<file path="src/rtl/uart_iid_pkg.sv">
// Package: shared widths and source codes for the interrupt identification encoder.
// Assumes source index 0 is the most urgent; the index order is the priority order.
package uart_iid_pkg;

    localparam int IID_W   = 8;
    localparam int CODE_W  = 3;
    localparam int NSRC    = 5;

    // Source slots in priority order (0 = most urgent).
    localparam int IDX_LINE  = 0;
    localparam int IDX_RXD   = 1;
    localparam int IDX_TMO   = 2;
    localparam int IDX_THRE  = 3;
    localparam int IDX_MODEM = 4;

    typedef enum logic [CODE_W-1:0] {
        CODE_MODEM = 3'b000,
        CODE_THRE  = 3'b001,
        CODE_RXD   = 3'b010,
        CODE_LINE  = 3'b011,
        CODE_TMO   = 3'b110
    } iid_code_e;

    // Maps a priority slot to the code that identifies it in the byte.
    function automatic logic [CODE_W-1:0] slot_code(input int idx);
        case (idx)
            IDX_LINE:  slot_code = CODE_LINE;
            IDX_RXD:   slot_code = CODE_RXD;
            IDX_TMO:   slot_code = CODE_TMO;
            IDX_THRE:  slot_code = CODE_THRE;
            default:   slot_code = CODE_MODEM;
        endcase
    endfunction

endpackage

</file>
<file path="src/rtl/iid_prio_pick.sv">
// Fixed-priority picker: grants the lowest-index active request.
// Assumes requests are already qualified by their enables.
module iid_prio_pick #(
    parameter int N = 5
) (
    input  logic         clk,
    input  logic         rst_n,
    input  logic [N-1:0] req,
    output logic [N-1:0] grant,
    output logic         any
);

    logic [N:0] seen;

    assign seen[0] = 1'b0;

    // Prefix chain: a slot wins when no more urgent slot requested.
    generate
        for (genvar i = 0; i < N; i++) begin : g_slot
            assign grant[i]  = req[i] & ~seen[i];
            assign seen[i+1] = seen[i] | req[i];
        end
    endgenerate

    assign any = seen[N];

    p_single_grant_r2: assert property (@(posedge clk) disable iff (!rst_n)
        $onehot0(grant));

    p_grant_when_req_r1: assert property (@(posedge clk) disable iff (!rst_n)
        (req != '0) |-> $onehot(grant));

endmodule

</file>
<file path="src/rtl/iid_code_mux.sv">
// Turns a one-hot grant into the identification code of the granted slot.
// Assumes grant is one-hot or zero; zero yields the all-zero code.
module iid_code_mux
    import uart_iid_pkg::*;
#(
    parameter int N = NSRC
) (
    input  logic [N-1:0]      grant,
    output logic [CODE_W-1:0] code
);

    logic [CODE_W-1:0] term [N];

    // Each slot contributes its code only while granted.
    generate
        for (genvar i = 0; i < N; i++) begin : g_term
            assign term[i] = grant[i] ? slot_code(i) : '0;
        end
    endgenerate

    // OR the gated codes together.
    always_comb begin
        code = '0;
        for (int k = 0; k < N; k++) begin
            code = code | term[k];
        end
    end

endmodule

</file>
<file path="src/rtl/iid_thre_latch.sv">
// Remembers that a transmit-empty interrupt was acknowledged by a read.
// Assumes a holding-register write in the same cycle takes precedence over a read.
module iid_thre_latch (
    input  logic clk,
    input  logic rst_n,
    input  logic thr_wr,
    input  logic ack_hit,
    output logic quiet
);

    // Set on an acknowledging read, clear on a write or reset.
    always_ff @(posedge clk) begin
        if (!rst_n) begin
            quiet <= 1'b0;
        end else if (thr_wr) begin
            quiet <= 1'b0;
        end else if (ack_hit) begin
            quiet <= 1'b1;
        end
    end

    p_wr_rearms_r8: assert property (@(posedge clk) disable iff (!rst_n)
        thr_wr |=> !quiet);

    p_read_silences_r8: assert property (@(posedge clk) disable iff (!rst_n)
        (ack_hit && !thr_wr) |=> quiet);

    p_holds_r8: assert property (@(posedge clk) disable iff (!rst_n)
        (!thr_wr && !ack_hit) |=> $stable(quiet));

endmodule

</file>
<file path="src/rtl/uart_iid_encoder.sv">
// Interrupt identification encoder for one serial channel.
// Qualifies five source conditions by their enables, picks the most urgent,
// and forms the readable identification byte plus an interrupt line.
// Assumes all inputs are synchronous to clk; the byte is combinational.
module uart_iid_encoder
    import uart_iid_pkg::*;
(
    input  logic             clk,
    input  logic             rst_n,
    input  logic             fifo_en,
    input  logic             en_line,
    input  logic             en_rxd,
    input  logic             en_thre,
    input  logic             en_modem,
    input  logic             line_err,
    input  logic             rx_ready,
    input  logic             rx_timeout,
    input  logic             thr_empty,
    input  logic             modem_chg,
    input  logic             thr_wr,
    input  logic             iid_rd,
    output logic [IID_W-1:0] iid,
    output logic             irq
);

    logic [NSRC-1:0]   req;
    logic [NSRC-1:0]   grant;
    logic              any_pend;
    logic [CODE_W-1:0] code;
    logic              thre_quiet;
    logic              ack_hit;

    // Qualify each raw condition with its enable and mode.
    always_comb begin
        req            = '0;
        req[IDX_LINE]  = en_line  & line_err;
        req[IDX_RXD]   = en_rxd   & rx_ready;
        req[IDX_TMO]   = en_rxd   & rx_timeout & fifo_en;
        req[IDX_THRE]  = en_thre  & thr_empty  & ~thre_quiet;
        req[IDX_MODEM] = en_modem & modem_chg;
    end

    iid_prio_pick #(.N(NSRC)) u_pick (
        .clk   (clk),
        .rst_n (rst_n),
        .req   (req),
        .grant (grant),
        .any   (any_pend)
    );

    iid_code_mux #(.N(NSRC)) u_mux (
        .grant (grant),
        .code  (code)
    );

    assign ack_hit = iid_rd & grant[IDX_THRE];

    iid_thre_latch u_thre (
        .clk     (clk),
        .rst_n   (rst_n),
        .thr_wr  (thr_wr),
        .ack_hit (ack_hit),
        .quiet   (thre_quiet)
    );

    // Assemble the byte: mode mirror, zero field, code, active-low pending.
    always_comb begin
        iid      = '0;
        iid[7]   = fifo_en;
        iid[6]   = fifo_en;
        iid[3]   = code[2] & fifo_en;
        iid[2:1] = code[1:0];
        iid[0]   = ~any_pend;
    end

    assign irq = any_pend;

    p_legacy_b3_r3: assert property (@(posedge clk) disable iff (!rst_n)
        !fifo_en |-> !iid[3]);

    p_quiet_thre_r8: assert property (@(posedge clk) disable iff (!rst_n)
        thre_quiet |-> (iid[3:0] != 4'b0010));

    p_line_top_r2: assert property (@(posedge clk) disable iff (!rst_n)
        (en_line && line_err) |-> (iid[3:0] == 4'b0110));

    p_irq_pend_r9: assert property (@(posedge clk) disable iff (!rst_n)
        irq |-> (code != CODE_MODEM || grant[IDX_MODEM]));

endmodule

</file>
<file path="config.mk">
export PLATFORM = sky130hd
export DESIGN_NAME = uart_iid_encoder
export DESIGN_NICKNAME = d
export VERILOG_FILES = /design/src/rtl/uart_iid_pkg.sv /design/src/rtl/iid_prio_pick.sv /design/src/rtl/iid_code_mux.sv /design/src/rtl/iid_thre_latch.sv /design/src/rtl/uart_iid_encoder.sv
export SDC_FILE = /design/constraint.sdc
export NUM_CORES = 1
export LEC_CHECK = 0
export BUFFER_PORTS_ARGS = -buffer_cell sky130_fd_sc_hd__clkbuf_2
export CAP_MARGIN = 20
export CORE_AREA = 2 2 39 41
export DETAILED_ROUTE_END_ITERATION = 8
export DIE_AREA = 0 0 41 43
export GPL_TIMING_DRIVEN = 0
export SYNTH_ARGS = -nofsm -noshare
export SYNTH_HDL_FRONTEND = slang
export SYNTH_SLANG_ARGS = --single-unit
</file>
<file path="constraint.sdc">
create_clock -name clk -period 0.8 [get_ports clk]
set_input_delay 0.08 -clock clk [delete_from_list [all_inputs] [get_ports clk]]
set_output_delay 0.08 -clock clk [all_outputs]
set_load 0.02 [all_outputs]
</file>
# Word-level counts from Yosys, hierarchy flattened
# Cells that the tools add are included.
[totals] register_bits=1 output_inout_bits=9 wordCells=31
[op_classes] reduce_logical=1 n_bitwise=25 muxes=4
[op_table] op="1-bit AND" n=12
[op_table] op="3-bit bitwise OR" n=3
[op_table] op="1-bit NOT" n=6
[op_table] op="2-bit 2-to-1 mux" n=2
[op_table] op="1-bit bitwise OR" n=4
[op_table] op="3-bit 2-to-1 mux" n=1
[op_table] op="2-bit OR reduction" n=1
[op_table] op="1-bit 2-to-1 mux" n=1

# Logic depth before layout (Yosys ltp)
# Gate-level depths: netlist of the first run.
[depth] word_depth=8 depth_mapped=3

# By module
# A second synthesis of the first run with hierarchy kept.
[hier_totals] cells_unflattened=26 hier_area_um2=195.2
[by_module_without_submodules] mod="uart_iid_encoder" seq_area_each_um2=0.0 cells_each=13 instances=1 area_each_um2=83.8
[by_module_without_submodules] mod="iid_prio_pick" seq_area_each_um2=0.0 cells_each=7 instances=1 area_each_um2=55.1
[by_module_without_submodules] mod="iid_thre_latch" seq_area_each_um2=20.0 cells_each=3 instances=1 area_each_um2=36.3
[by_module_without_submodules] mod="iid_code_mux" seq_area_each_um2=0.0 cells_each=3 instances=1 area_each_um2=20.0

# Worst setup path after synthesis of the first run
# OpenSTA, ideal clock, no wires.
[synth_timing] kind="input port to output port" start="input fifo_en" end="output iid[1]" arrival_ns=0.943 required_ns=0.720 path_stages=3 setup_slack_ns=-0.223 cell_sequence="a21oi_2 > o21ai_2 > o31ai_1"
[synth_between] elab_chain_cells=6
[synth_rtl] element="start: declaration" line="uart_iid_encoder.sv:10" rtl="input logic fifo_en,"
[synth_rtl] element="1-bit AND" line="uart_iid_encoder.sv:38" rtl="req[IDX_TMO] = en_rxd & rx_timeout & fifo_en;"
[synth_rtl] element="1-bit bitwise OR" line="iid_prio_pick.sv:21" rtl="assign seen[i+1] = seen[i] | req[i];"
[synth_rtl] element="1-bit NOT" line="iid_prio_pick.sv:20" rtl="assign grant[i] = req[i] & ~seen[i];"
[synth_rtl] element="1-bit AND" line="iid_prio_pick.sv:20"
[synth_rtl] element="1-bit 2-to-1 mux" line="iid_code_mux.sv:17" rtl="assign term[i] = grant[i] ? slot_code(i) : '0;"
[synth_rtl] element="3-bit bitwise OR" line="iid_code_mux.sv:25" rtl="code = code | term[k];"
[synth_rtl] element="end: declaration" line="uart_iid_encoder.sv:22" rtl="output logic [IID_W-1:0] iid,"
# Every way passes these cells.

# Worst setup path in the final report of the first run
[layout_timing] start="input rx_timeout" end="output irq"
[layout_between] elab_chain_cells=5
[layout_rtl] element="start: declaration" line="uart_iid_encoder.sv:17" rtl="input logic rx_timeout,"
[layout_rtl] element="1-bit AND (2 in a row)" line="uart_iid_encoder.sv:38"
[layout_rtl] element="1-bit bitwise OR (3 in a row)" line="iid_prio_pick.sv:21"
[layout_rtl] element="end: declaration" line="uart_iid_encoder.sv:23" rtl="output logic irq"
# Every way passes these cells.

==> impl_metrics.py, run 1 <==
metrics = {
    "status": {
        "status": "finished, violations left",
        "failed_checks": "negative setup slack",
    },
    "global_routing": {
        "grt_pass1_vias": 178,
        "grt_remaining_overflow": 0,
        "grt_max_degree": 5,
        "antenna_found_initial": 0,
        "grt.total_usage_pct": 4.60,
        "grt_first_pass_wirelength_um": 593,
    },
    "timing": {
        "slew_viol_final": 0,
        "max_freq_ghz": 1.09,
        "period_needed_ps": 918,
        "rsz0062_at_grt": "true",
        "fin_skew_ps": 0,
        "setup-tns-final_ps": -423,
        "fin_crit_sh_pct": 115,
        "hold_viol": 0,
        "timing.hold.ws_ps": 309,
        "timing.final.ws_setup_ps": -118,
        "setup_viol": 5,
    },
    "cts": {
        "path_clk_slew_ps": 0,
        "clkLatencyLatePin_ps": 0,
    },
    "worst_setup_path": {
        "r2r-start": "u_thre.quiet",
        "max_stage_delay_ps": 240,
        "slowest_stage": "a211o_1",
        "rrSetupSlack_ps": 240,
        "r2r_end": "u_thre.quiet",
        "path_buf_inv": 2,
        "timing.critical_path.to_type": "output pin",
        "cp.arrival_ps": 840,
        "cp-start-kind": "primary input",
        "worstSetupEndpoint": "irq",
        "crit_cells": 5,
        "ff2ff_path_depth": 2,
        "critPathTopFamily": "compound AO/OA/AOI/OAI gates",
        "path_cells": "buf_8 -> a21oi_4 -> o21ai_4 -> a211o_1 -> clkbuf_8",
        "critPathKind": "primary input to output pin",
        "cp-startpoint": "rx_timeout",
        "crit_fanout": 4,
        "critPathRequiredTime_ps": 720,
    },
    "worst_hold_path": {
        "min_path_type": "primary input to flip-flop",
        "holdCritStartpoint": "iid_rd",
    },
    "routing": {
        "ant_nets": 0,
        "viasPerCell": 3.84,
        "wl_per_cell_um": 7.97,
        "route.vias.total": 234,
        "drt_iter0_drc": 0,
        "routed_wl_um": 486,
        "dr.pass1.iters": 1,
        "drc": 0,
    },
    "floorplan": {
        "start_util_pct": 10.2,
        "boundaryPins": 23,
        "design.core.area_um2": 1380,
        "rows": 14,
        "die_y_um": 43,
        "die-area_um2": 1760,
        "die_w_um": 41,
    },
    "logic_synthesis": {
        "synth_compound_area_share_pct": 32.7,
        "synthXorXnorAreaFrac_pct": 0,
        "synth.cell_area_um2": 141,
        "synth_cell_types": 16,
        "synth-seq-cells": 1,
        "synth.area.mux_share_pct": 0,
        "syn_area_per_cell_um2": 6.73,
        "synthAdderAreaFrac_pct": 0,
        "synthCells": 21,
        "yosysSeqAreaShare_pct": 14.2,
        "yosysWarningCount": 0,
        "yosys.area_share.simple_pct": 26.5,
        "synth_top_family_by_area": "compound AO/OA/AOI/OAI gates",
    },
    "power": {
        "power_density_nw_per_um2": 717,
        "irDropWorstVdd_mv": 0.279,
        "p_leak_nw": 0.201,
    },
    "place": {
        "placed_cell_area_um2": 308,
        "io_buffers": 20,
        "place_hpwl_um": 388,
        "gp_congestion": 0.565,
    },
    "cells_and_area": {
        "largest_register": "u_thre.quiet",
        "layout.nets": 61,
        "largest_reg_flops": 1,
        "final_cell_area_um2": 419,
        "areaGrowthSynthToFinish_pct": 196,
        "drive_above_1_share_pct": 80.0,
        "reg_top3": "u_thre.quiet: 1 flops",
        "diodes": 0,
    },
    "flow_run": {
        "drv_cap": 0,
    },
}
-- Yosys cell counts --
cell type	n	area [µm²]
o31ai_1	1	7.51
o21ai_0	1	5.00
inv_1	1	3.75
nand2_1	3	11.3
a211o_1	1	8.76
nand4_1	1	6.26
nor2_1	1	3.75
nor3_1	1	5.00
nand3_1	1	5.00
a21oi_2	1	8.76
dfxtp_1	1	20.0
buf_4	4	30.0
conb_1	1	3.75
nor2b_1	1	6.26
o21ai_2	1	8.76
a211oi_1	1	7.51
-- placed cells by master (no fill, tap or decap), types with 2 or more instances in the layout --
cell	Yosys	layout
nand2_1	3	2
buf_6	0	4
conb_1	1	2
buf_8	0	2
clkbuf_8	0	3
clkbuf_2	0	11
buf_4	4	7
-- cells by family after synthesis --
logic type / count (synthesis)
AO/OA/AOI/OAI: 6
buffers and inverters: 5
other: 1
flip-flops: 1
AND/OR/NAND/NOR: 8
-- worst min path at each step --
stage / to / slack [ps] / cells past startpoint
2_1_floorplan: iid[3] / 210 / 1
3_3_place_gp: u_thre.quiet / 320 / 3
3_5_place_dp: u_thre.quiet / 320 / 3
4_1_cts: u_thre.quiet / 320 / 3
5_1_grt: u_thre.quiet / 340 / 3
6_report: u_thre.quiet / 310 / 3
-- per-stage QoR --
stage / std cells / setup WS, ps / power [mW] / util, %
6_report: 61 / -118 / 0.300 / 30.3
3_5_place_dp: 58 / -197 / 0.230 / 22.2
4_1_cts: 59 / -136 / 0.271 / 26.7
5_1_grt: 61 / -135 / 0.317 / 30.3
3_3_place_gp: 58 / -193 / 0.228 / 22.2
2_1_floorplan: 22 / -33.8 / 0.163 / -
-- report_power, final --
part / internal, mW / switching (mW) / leakage, nW
combinational: 0.136 / 0.114 / 0.192
clock: 0 / 0 / 0
sequential: 0.0490 / 0.00115 / 0.00887
total: 0.185 / 0.115 / 0.201
-- metal layers --
| layer | GRT usage (%) | share of wire, % | vias to the layer above |
|---|---|---|---|
| met5 | 0 | 0 | - |
| met4 | 0 | 0 | 0 |
| met3 | 0 | 16 | 0 |
| met2 | 9.69 | 50 | 20 |
| met1 | 4.78 | 34 | 99 |
| li1 | - | - | 115 |
-- area by class of cell --
cell class / instances / area, µm²
fill: 137 / 965
timing repair buffer: 23 / 194
multi-input combinational: 16 / 148
buffer: 4 / 30.0
sequential: 1 / 23.8
tap: 16 / 20.0
inverter: 1 / 3.75
-- tightest hold or removal path, delay by kind of cell --
kind	cells	cell delay (ps)
and+or+nand+nor	1	60
buffers and inverters	1	80
AOI/OAI and AO/OA	1	50
-- what timing repair did --
item                       CTS  global route
hold buffers                 0             0
setup endpoints to repair    5             6
buffers inserted             1             2
hold endpoints to repair     0             0
pin swaps                    4             1
resized for setup           10            16
Power figures use the tool's default switching activity.
==> inputs of run 2 (changes only) <==
--- a/config.mk
+++ b/config.mk
@@ -5,6 +5,7 @@
 export SDC_FILE = /design/constraint.sdc
 export NUM_CORES = 1
 export LEC_CHECK = 0
+export ABC_AREA = 1
 export BUFFER_PORTS_ARGS = -buffer_cell sky130_fd_sc_hd__clkbuf_2
 export CAP_MARGIN = 20
 export CORE_AREA = 2 2 39 41
==> impl_metrics.py, run 2 <==
metrics = {
    "timing": {
        "setup_viol": 3,
        "fin_skew_ps": 0,
        "period_needed_ps": 840,
        "slew_viol_final": 0,
        "hold_viol": 0,
        "max_freq_ghz": 1.19,
        "rsz0062_at_grt": "true",
        "timing.final.ws_setup_ps": -39.9,
        "fin_crit_sh_pct": 105,
    },
    "cells_and_area": {
        "mostFrequentLayoutCells": "14 x clkbuf_2, 4 x buf_4",
        "layout_commonest_cell": "clkbuf_2",
        "areaGrowthSynthToFinish_pct": 99.3,
        "multiInputGateArea_um2": 123,
        "reg_top3": "u_thre.quiet: 1 flops",
        "largest_register": "u_thre.quiet",
        "register_area_um2": 21.3,
        "diodes": 0,
        "drive_above_1_share_pct": 74.5,
        "final_cell_area_um2": 349,
        "largest_reg_flops": 1,
        "layout.nets": 63,
        "fillCellCount": 161,
    },
    "global_routing": {
        "grt_remaining_overflow": 0,
        "grt_max_degree": 5,
        "grt_first_pass_wirelength_um": 586,
        "grt.total_usage_pct": 4.40,
        "grt_pass1_vias": 158,
        "antenna_found_initial": 0,
    },
    "floorplan": {
        "die_y_um": 43,
        "start_util_pct": 12.7,
        "boundaryPins": 23,
        "design.core.area_um2": 1380,
        "rows": 14,
        "die_w_um": 41,
        "die-area_um2": 1760,
    },
    "logic_synthesis": {
        "synth_area_leader_cell": "buf_4",
        "synth_flop_cell": "dfxtp_1",
        "synth_edf_count": 0,
        "syn_area_per_cell_um2": 6.74,
        "synth-seq-cells": 1,
        "async_reset_ff_share_pct": 0,
        "synth_cell_types": 15,
        "ys_top_cells_by_count": "4 x buf_4, 4 x nand2_1, 3 x inv_1, 3 x nand2_2, 2 x inv_2",
        "yosysWarningCount": 0,
        "synth.cell_area_um2": 175,
        "yosys-top-cells-area": "buf_4 17%, dfxtp_1 11%, nand2_2 11%",
        "synthCells": 26,
        "yosysSeqAreaShare_pct": 11.4,
        "synth_top_cell_area_share_pct": 17.1,
    },
    "status": {
        "status": "finished, violations left",
        "failed_checks": "negative setup slack",
    },
    "power": {
        "total_power_mw": 0.251,
        "irDropWorstVdd_mv": 0.268,
        "p_leak_nw": 0.196,
        "power_density_nw_per_um2": 720,
    },
    "cts": {
        "post_cts_buffers": 0,
        "path_clk_slew_ps": 0,
        "clkLatencyLatePin_ps": 0,
        "holdBufCountCts": 0,
    },
    "routing": {
        "drc": 0,
        "drt_iter0_drc": 0,
        "viasPerCell": 3.43,
        "route.vias.total": 216,
        "ant_nets": 0,
        "wl_per_cell_um": 6.13,
        "dr.pass1.iters": 1,
        "routed_wl_um": 386,
    },
    "worst_hold_path": {
        "hold_end": "u_thre.quiet",
        "hold_depth": 3,
        "holdCritStartpoint": "rst_n",
        "min_path_type": "primary input to flip-flop",
    },
    "worst_setup_path": {
        "cp-start-kind": "flip-flop",
        "ff2ff_path_depth": 3,
        "crit_fanout": 3,
        "r2r_end": "u_thre.quiet",
        "cp.arrival_ps": 760,
        "r2r-start": "u_thre.quiet",
        "critPathRequiredTime_ps": 720,
        "timing.critical_path.to_type": "output pin",
        "critPathKind": "flip-flop to output pin",
        "rrSetupSlack_ps": 50,
    },
    "place": {
        "place_hpwl_um": 362,
        "gp_congestion": 0.464,
        "io_buffers": 20,
        "placed_cell_area_um2": 300,
    },
    "flow_run": {
        "drv_cap": 0,
    },
}
-- run 2: logic make-up after synthesis --
group | after synthesis | synth area share (%)
other | 1 | 2.14
and+or+nand+nor | 14 | 55.7
buffers and inverters | 9 | 27.9
AOI/OAI and AO/OA | 1 | 2.85
DFF | 1 | 11.4
-- run 2: power breakdown --
| part | total, mW | leakage [nW] | switching (mW) | internal [mW] |
|---|---|---|---|---|
| Clock | 0 | 0 | 0 | 0 |
| Combinational | 0.199 | 0.188 | 0.101 | 0.0973 |
| Sequential | 0.0526 | 0.00858 | 0.000747 | 0.0519 |
-- run 2: per-stage QoR --
step / hold slack, ps / utilization [%] / cells / setup WS (ps) / TNS [ps]
3_5_place_dp: 296 / 21.7 / 63 / -46.8 / -118
6_report: 291 / 25.2 / 63 / -39.9 / -95.2
3_3_place_gp: 290 / 21.7 / 63 / -41.6 / -91.7
5_1_grt: 329 / 25.2 / 63 / -87.6 / -305
2_1_floorplan: 195 / - / 27 / -66.4 / -66.4
4_1_cts: 296 / 23.0 / 63 / -42.5 / -121
-- run 2: worst max-delay path, cell delays in order (launching register included) --
cell	delay (ps)
dfxtp_2	320
nor2_4	50
nor3_4	200
inv_2	30
buf_2	150
-- run 2: per-layer routing --
metal  share of wire, %  vias to the layer above  global-route usage (%)
met5                  0                        -                       0
met4                  0                        0                       0
met3                 18                        0                       0
met2                 48                       16                    8.13
met1                 33                       85                    5.71
li1                   -                      115                       -
-- run 2: worst max path at each step --
stage | start | endpoint | cells past startpoint
after global placement | u_thre.quiet | iid[1] | 4
after CTS | u_thre.quiet | irq | 4
final | u_thre.quiet | irq | 4
after detailed placement | u_thre.quiet | iid[1] | 4
after floorplan | u_thre.quiet | irq | 3
after global routing | u_thre.quiet | irq | 4
-- run 2: area by class of cell --
type | count | share of cell area [%]
timing repair buffer | 20 | 39.1
multi-input combinational | 17 | 35.1
buffer | 4 | 8.60
sequential | 1 | 6.09
tap | 16 | 5.73
inverter | 5 | 5.38
-- run 2: what timing repair did --
action	4_1_cts	5_1_grt
gates resized for setup	4	7
gates cloned	0	0
endpoints found under the hold margin	0	0
pin swaps	0	1
endpoints found under the setup margin	3	4
